### src/rtl/bbl_pkg.sv
package bbl_pkg;

    typedef enum logic [2:0] {
        S_IDLE,
        S_UNL1,
        S_UNL2,
        S_EXT,
        S_EXT1,
        S_EXT2,
        S_LSEL
    } seq_state_t;

    localparam logic [14:0] A_KEY1 = 15'h5555;
    localparam logic [14:0] A_KEY2 = 15'h2AAA;

    localparam logic [7:0] D_KEY1    = 8'hAA;
    localparam logic [7:0] D_KEY2    = 8'h55;
    localparam logic [7:0] D_EXTEND  = 8'h80;
    localparam logic [7:0] D_ID_IN   = 8'h90;
    localparam logic [7:0] D_ID_OUT  = 8'hF0;
    localparam logic [7:0] D_ERASE   = 8'h10;
    localparam logic [7:0] D_LOCK    = 8'h40;

    localparam logic [7:0] ST_LOCKED = 8'hFF;
    localparam logic [7:0] ST_OPEN   = 8'hFE;
    localparam logic [7:0] ST_NONE   = 8'h00;

endpackage

### src/rtl/bbl_we_filter.sv
module bbl_we_filter #(
    parameter int ADDR_W  = 18,
    parameter int DATA_W  = 8,
    parameter int MIN_LOW = 2
) (
    input  logic              clk,
    input  logic              rst_n,
    input  logic              we_n,
    input  logic [ADDR_W-1:0] addr,
    input  logic [DATA_W-1:0] wdata,
    output logic              evt,
    output logic [ADDR_W-1:0] ev_addr,
    output logic [DATA_W-1:0] ev_data
);
    localparam int CW = $clog2(MIN_LOW + 1);
    localparam logic [CW-1:0] CMAX = CW'(MIN_LOW);

    logic [CW-1:0] low_cnt;

    always_ff @(posedge clk or negedge rst_n) begin
        if (!rst_n) begin
            low_cnt <= '0;
            ev_addr <= '0;
            ev_data <= '0;
        end else if (!we_n) begin
            if (low_cnt != CMAX) low_cnt <= low_cnt + 1'b1;
            ev_addr <= addr;
            ev_data <= wdata;
        end else begin
            low_cnt <= '0;
        end
    end

    assign evt = we_n && (low_cnt == CMAX);
endmodule

### src/rtl/bbl_pwr_gate.sv
module bbl_pwr_gate #(
    parameter int PWR_DELAY = 1000
) (
    input  logic clk,
    input  logic rst_n,
    input  logic vdd_ok,
    output logic guard_ok
);
    localparam int PW = $clog2(PWR_DELAY + 1);
    localparam logic [PW-1:0] PMAX = PW'(PWR_DELAY);

    logic [PW-1:0] wait_cnt;

    always_ff @(posedge clk or negedge rst_n) begin
        if (!rst_n) begin
            wait_cnt <= '0;
        end else if (!vdd_ok) begin
            wait_cnt <= '0;
        end else if (wait_cnt != PMAX) begin
            wait_cnt <= wait_cnt + 1'b1;
        end
    end

    assign guard_ok = vdd_ok && (wait_cnt == PMAX);
endmodule

### src/rtl/bbl_seq.sv
module bbl_seq
    import bbl_pkg::*;
#(
    parameter int ADDR_W   = 18,
    parameter int REGION_W = 13
) (
    input  logic              clk,
    input  logic              rst_n,
    input  logic              evt,
    input  logic [ADDR_W-1:0] ev_addr,
    input  logic [7:0]        ev_data,
    output logic              prog_ok,
    output logic              erase_ok,
    output logic              lock_lo,
    output logic              lock_hi,
    output logic              id_mode
);
    localparam int TOP_W = ADDR_W - REGION_W;

    seq_state_t state, state_n;

    logic at_k1, at_k2, in_lo, in_hi;
    logic do_prog, do_erase, set_lo, set_hi, id_set, id_clr;

    assign at_k1 = (ev_addr[14:0] == A_KEY1);
    assign at_k2 = (ev_addr[14:0] == A_KEY2);
    assign in_lo = (ev_addr[ADDR_W-1:REGION_W] == {TOP_W{1'b0}});
    assign in_hi = (ev_addr[ADDR_W-1:REGION_W] == {TOP_W{1'b1}});

    // state register
    always_ff @(posedge clk or negedge rst_n) begin
        if (!rst_n) state <= S_IDLE;
        else        state <= state_n;
    end

    // next state and one-cycle actions
    always_comb begin
        state_n  = state;
        do_prog  = 1'b0;
        do_erase = 1'b0;
        set_lo   = 1'b0;
        set_hi   = 1'b0;
        id_set   = 1'b0;
        id_clr   = 1'b0;
        if (evt) begin
            unique case (state)
                S_IDLE: begin
                    if (at_k1 && ev_data == D_KEY1) state_n = S_UNL1;
                    else                            do_prog = 1'b1;
                end
                S_UNL1: begin
                    state_n = (at_k2 && ev_data == D_KEY2) ? S_UNL2 : S_IDLE;
                end
                S_UNL2: begin
                    state_n = S_IDLE;
                    if (at_k1) begin
                        if (ev_data == D_EXTEND)      state_n = S_EXT;
                        else if (ev_data == D_ID_IN)  id_set  = 1'b1;
                        else if (ev_data == D_ID_OUT) id_clr  = 1'b1;
                    end
                end
                S_EXT: begin
                    state_n = (at_k1 && ev_data == D_KEY1) ? S_EXT1 : S_IDLE;
                end
                S_EXT1: begin
                    state_n = (at_k2 && ev_data == D_KEY2) ? S_EXT2 : S_IDLE;
                end
                S_EXT2: begin
                    state_n = S_IDLE;
                    if (at_k1) begin
                        if (ev_data == D_LOCK)       state_n  = S_LSEL;
                        else if (ev_data == D_ERASE) do_erase = 1'b1;
                    end
                end
                S_LSEL: begin
                    state_n = S_IDLE;
                    if (in_lo)      set_lo = 1'b1;
                    else if (in_hi) set_hi = 1'b1;
                end
                default: state_n = S_IDLE;
            endcase
        end
    end

    // registered outputs and sticky flags
    always_ff @(posedge clk or negedge rst_n) begin
        if (!rst_n) begin
            prog_ok  <= 1'b0;
            erase_ok <= 1'b0;
            lock_lo  <= 1'b0;
            lock_hi  <= 1'b0;
            id_mode  <= 1'b0;
        end else begin
            prog_ok  <= do_prog && !(in_lo && lock_lo) && !(in_hi && lock_hi);
            erase_ok <= do_erase && !lock_lo && !lock_hi;
            lock_lo  <= lock_lo | set_lo;
            lock_hi  <= lock_hi | set_hi;
            if (id_set)      id_mode <= 1'b1;
            else if (id_clr) id_mode <= 1'b0;
        end
    end
endmodule

### src/rtl/bbl_probe.sv
module bbl_probe
    import bbl_pkg::*;
#(
    parameter int ADDR_W = 18
) (
    input  logic              clk,
    input  logic              rst_n,
    input  logic              rd_en,
    input  logic [ADDR_W-1:0] addr,
    input  logic              id_mode,
    input  logic              lock_lo,
    input  logic              lock_hi,
    output logic [7:0]        rd_data
);
    localparam logic [ADDR_W-1:0] PROBE_LO = ADDR_W'(2);
    localparam logic [ADDR_W-1:0] PROBE_HI = {ADDR_W{1'b1}} - ADDR_W'(13);

    logic [7:0] rd_n;

    always_comb begin
        rd_n = ST_NONE;
        if (rd_en && id_mode) begin
            if (addr == PROBE_LO)      rd_n = lock_lo ? ST_LOCKED : ST_OPEN;
            else if (addr == PROBE_HI) rd_n = lock_hi ? ST_LOCKED : ST_OPEN;
        end
    end

    always_ff @(posedge clk or negedge rst_n) begin
        if (!rst_n) rd_data <= ST_NONE;
        else        rd_data <= rd_n;
    end
endmodule

### src/rtl/boot_lock_guard.sv
module boot_lock_guard #(
    parameter int ADDR_W    = 18,
    parameter int REGION_W  = 13,
    parameter int MIN_LOW   = 2,
    parameter int PWR_DELAY = 1000
) (
    input  logic              clk,
    input  logic              rst_n,
    input  logic              vdd_ok,
    input  logic              we_n,
    input  logic [ADDR_W-1:0] addr,
    input  logic [7:0]        wdata,
    input  logic              rd_en,
    output logic              prog_ok,
    output logic              erase_ok,
    output logic [7:0]        rd_data
);
    logic              raw_evt, guard_ok, wr_evt;
    logic [ADDR_W-1:0] ev_addr;
    logic [7:0]        ev_data;
    logic              lock_lo, lock_hi, id_mode;

    bbl_we_filter #(.ADDR_W(ADDR_W), .DATA_W(8), .MIN_LOW(MIN_LOW)) u_filt (
        .clk(clk), .rst_n(rst_n), .we_n(we_n), .addr(addr), .wdata(wdata),
        .evt(raw_evt), .ev_addr(ev_addr), .ev_data(ev_data)
    );

    bbl_pwr_gate #(.PWR_DELAY(PWR_DELAY)) u_pwr (
        .clk(clk), .rst_n(rst_n), .vdd_ok(vdd_ok), .guard_ok(guard_ok)
    );

    assign wr_evt = raw_evt && guard_ok;

    bbl_seq #(.ADDR_W(ADDR_W), .REGION_W(REGION_W)) u_seq (
        .clk(clk), .rst_n(rst_n), .evt(wr_evt), .ev_addr(ev_addr),
        .ev_data(ev_data), .prog_ok(prog_ok), .erase_ok(erase_ok),
        .lock_lo(lock_lo), .lock_hi(lock_hi), .id_mode(id_mode)
    );

    bbl_probe #(.ADDR_W(ADDR_W)) u_probe (
        .clk(clk), .rst_n(rst_n), .rd_en(rd_en), .addr(addr),
        .id_mode(id_mode), .lock_lo(lock_lo), .lock_hi(lock_hi),
        .rd_data(rd_data)
    );
endmodule

### config.mk
export PLATFORM = sky130hd
export DESIGN_NAME = boot_lock_guard
export DESIGN_NICKNAME = d
export VERILOG_FILES = /design/src/rtl/bbl_pkg.sv /design/src/rtl/bbl_we_filter.sv /design/src/rtl/bbl_pwr_gate.sv /design/src/rtl/bbl_seq.sv /design/src/rtl/bbl_probe.sv /design/src/rtl/boot_lock_guard.sv
export SDC_FILE = /design/constraint.sdc
export NUM_CORES = 1
export LEC_CHECK = 0
export BUFFER_PORTS_ARGS = -buffer_cell sky130_fd_sc_hd__buf_2
export CAP_MARGIN = 20
export CORE_ASPECT_RATIO = 0.5
export CORE_UTILIZATION = 30
export CTS_BUF_LIST = sky130_fd_sc_hd__clkbuf_4
export CTS_CLUSTER_DIAMETER = 200
export DETAILED_ROUTE_END_ITERATION = 10
export PLACE_DENSITY_LB_ADDON = 0.1
export SYNTH_ARGS = -nofsm -noshare
export SYNTH_HDL_FRONTEND = slang
export SYNTH_SLANG_ARGS = --single-unit
### constraint.sdc
create_clock -name clk -period 2.65 [get_ports clk]
set_input_delay 0.265 -clock clk [delete_from_list [all_inputs] [get_ports clk]]
set_output_delay 0.265 -clock clk [all_outputs]
set_load 0.005 [all_outputs]
==> results.md <==
- The netlist uses 45 different library cells.
- VDD sags by at most 206 uV.
- The largest area contributor in the netlist is dfrtp_1.
- The hold violation total from the final report is 0.
- The most common flop cell mapped by yosys is dfrtp_1.
- The die covers 8340 sq um.
- Using the TritonRoute via totals, the vias-per-cell ratio works out to 4.94.
- The total of cells resized after clock tree synthesis is 0.
- The clock net in this run drives a total of 48 sinks.
- The power per unit of standard cell area is 535 nW/um^2.
- The leakage dissipation is 1.15 nW.
- Averaged over all synthesized cells, the footprint is 11.0 sq um.
- For this block, the via count after detailed routing is 1804.
- The number of levels the H-tree was split into is 2.
- On the final layout, the worst hold slack is 109 ps.
- The remaining global-route overflow is 0.
- Once placement completed, the tool counted placed cells totaling 356.
- By area the synthesized netlist is led by dfrtp_1 50%, mux2_2 12%, nor2_1 3.5%.
- The final layout contains 290 nets.
- The via count of the first global-routing pass is 1755.
- The clock slew seen by the registers of the worst setup and hold paths is 150 ps.
- The number of cell rows is 22.
- The startpoint type of the worst setup path is a flop.
- The post-synthesis sequential element count is 48.
- The setup total negative slack is 0 ps.
- At the end of routability-driven placement, the weighted congestion stood at 0.778.
- The kind of end point of the critical path is a flop.
- The total nets after synthesis is 251.
- The insertion delay to the later sink of the worst-skew pair is 380 ps.
- Of the available clock period, the critical path in the final layout requires 0.814.
- For this block, the initial DRC count from the detailed router was 78.
- In this run the worst path has a maximum fanout of 9.
- The transition at the pin with the smallest max-transition slack is 627 ps.
- The class of the worst hold path is in -> reg.
- The summed instance area of the synthesized netlist is 2390 sq um.
- The die is 65.1 microns tall.
- For this run, the detailed router's first-pass iteration total came to 4.
- The post-detailed-route DRC marker count is 0.
- The number of fill cells in the layout is 767.
- The run finished with clean final reports.
- The total of buffers placed on input and output ports is 40.
- The post-synthesis sequential area ratio is 0.503.
- The wire length per cell after detailed routing is 14.2 microns.
- Counting flops with an async set or reset pin after synthesis yields a share of 1.00.
- The total CTS buffers is 5.
- The pin count of the biggest net entering global routing is 49.
- Setup violations remaining at the end of the flow were counted as 0.
- The number of standard cells after synthesis is 217.
- The post-layout instance area is 2760 sq um.
- Setup repair after global routing left no endpoint under its margin.
- The number of setup buffers added after CTS is 0.
- The first global-routing pass estimated 8.52 mm of wire.
- The root buffer selected by CTS is clkbuf_4.
- The critical setup path kind is reg -> reg.
- The number of antenna violations at the first check in global routing is 0.
- The setup skew after layout is 15.1 ps.
- The proportion of layout cells with a drive suffix above 1 is 0.315.
- The starting density of the core is 0.318.
- The wire-length estimate of the detail-placed layout is 3.81 mm.
- The max capacitance violation total is 0.
- The total global routing track utilization is 0.135.
- The quantity of hold-fixing buffers added after cts is 1.
- The non-filler instance count after layout is 365.
- In this run the standard cell core region covers 7510 sq um.
- Data on the critical path is required at its endpoint by 2940 ps.
- The Yosys step of the flow raised 0 warnings.
- The instance area at placement is 2670 sq um.
- Timing would allow up to 464 MHz.
- TritonCTS built the clock tree.
- The final antenna diode count is 0.
- At the worst endpoint, the arrival time is 2440 ps.
- The count of nets left with antenna violations once routing finished came out at 0.
- Counting flops with a built-in enable in the synthesized netlist gives 0.
- The maximum number of buffers from clock root to sink is 2.
- The max-slew violation count is 0.
- The wire length after detailed routing is 5.17 mm.
- The relative area change from synthesis to final layout is 15.6%.
- Subtracting the final worst setup slack from the clock period gives 2160 ps.
- The width of the chip is 128 microns.
- The count of boundary I/O pins is 41.
- The worst-case headroom to the max-slew limit is 0.582.
- The share of the synthesized area in the top cell type is 0.503.
state kept, by name (all words and copies together), names as in the netlist:
register         flops
u_filt.ev_addr      18
u_pwr.wait_cnt      10
u_filt.ev_data       8
u_seq.state          3
u_filt.low_cnt       2
u_probe.rd_data      2
u_seq.erase_ok       1
u_seq.id_mode        1
u_seq.lock_hi        1
u_seq.lock_lo        1
u_seq.prog_ok        1
worst paths after layout:
path                                          from                  to  slack, ps  cells past startpoint
min in group asynchronous                    rst_n   u_pwr.wait_cnt[2]        500                      3
worst max register to register   u_pwr.wait_cnt[0]       u_seq.id_mode        490                      7
max in group asynchronous                    rst_n   u_filt.ev_addr[5]       1710                      3
worst min-delay path                      wdata[7]   u_filt.ev_data[7]        110                      2
worst min register to register  u_filt.ev_addr[11]  u_filt.ev_addr[11]        530                      1
worst max-delay path             u_pwr.wait_cnt[0]       u_seq.id_mode        490                      7
cell usage after synthesis, types with 2 or more instances:
cell	number
dfrtp_1	48
mux2_2	26
nor2_1	22
nand2_1	14
nand3_1	9
nor3_1	8
buf_4	7
inv_1	6
nor4_1	6
or4_1	5
a21oi_1	4
nand4_1	4
xnor2_1	4
xor2_1	4
and3_1	3
ha_1	3
nand4b_1	3
nor4b_1	3
o21ai_0	3
o21ai_1	3
or3_1	3
a21o_1	2
buf_1	2
mux2i_1	2
nand3b_1	2
or4bb_1	2
cells in the final DEF, fill, tap and decap left out, types with 2 or more instances in the layout:
cell type and instances:
o21ai_1 3, dfrtp_1 48, nand2_1 14, nand3b_1 2, ha_1 3, clkbuf_4 5, buf_2 40, nand4_1 4
nor4_1 6, or3_1 3, mux2i_1 2, or4bb_1 2, xnor2_1 4, mux2_2 26, nor3_1 8, xor2_1 4
nor4b_1 3, buf_4 2, nor2_1 22, or4_1 5, nand3_1 9, o21ai_0 3, a21o_1 2, and3_1 3
nand4b_1 3, a21oi_1 4, inv_1 6
worst max-delay path: stages (launching register included):
cell	delay [ps]
dfrtp_1	430
inv_1	100
ha_1	150
nand2b_1	70
nor3_2	340
nand4_1	400
o41ai_1	460
a2bb2oi_1	110
report_power, final:
part | total [W] | switching [W] | internal [W]
sequential | 0.000841 | 0.0000507 | 0.000790
clock | 0.000442 | 0.000245 | 0.000197
combinational | 0.000195 | 0.0000960 | 0.0000986
total | 0.00148 | 0.000391 | 0.00109
per-layer routing:
layer / up-vias / wire [microns] / GRT usage
met5: - / 0 / 0
met2: 37 / 2360 / 0.215
met4: 0 / 63 / 0.0441
met1: 894 / 2470 / 0.172
met3: 8 / 281 / 0.0454
li1: 865 / - / -
per-stage QoR:
step	setup slack, ps	utilization	power (W)
detailed placement	556	0.355	0.00105
CTS	529	0.367	0.00150
global placement	576	0.355	0.00104
finish	494	0.367	0.00148
global route	314	0.367	0.00157
floorplan	692	-	0.000967
final cells by class:
type	instances	area, sq um	share of cell area
clock buffer	5	37.5	0.0136
clock inverter	3	42.5	0.0154
inverter	7	26.3	0.00952
multi-input combinational	151	1090	0.395
sequential	48	1200	0.435
tap	108	135	0.0490
timing repair buffer	43	225	0.0816
kinds of logic (layout without fill, tap and decap cells):
logic type,count (synthesis),count (layout),share of synthesized area
and+or+nand+nor,92,92,0.225
DFF,48,48,0.503
muxes,28,28,0.131
AOI/OAI and AO/OA,20,20,0.0556
buffers and inverters,18,58,0.0398
xor gates and xnor gates,8,8,0.0293
adders and majority gates,3,3,0.0157
Note: power is estimated with default switching activity, not from simulation.
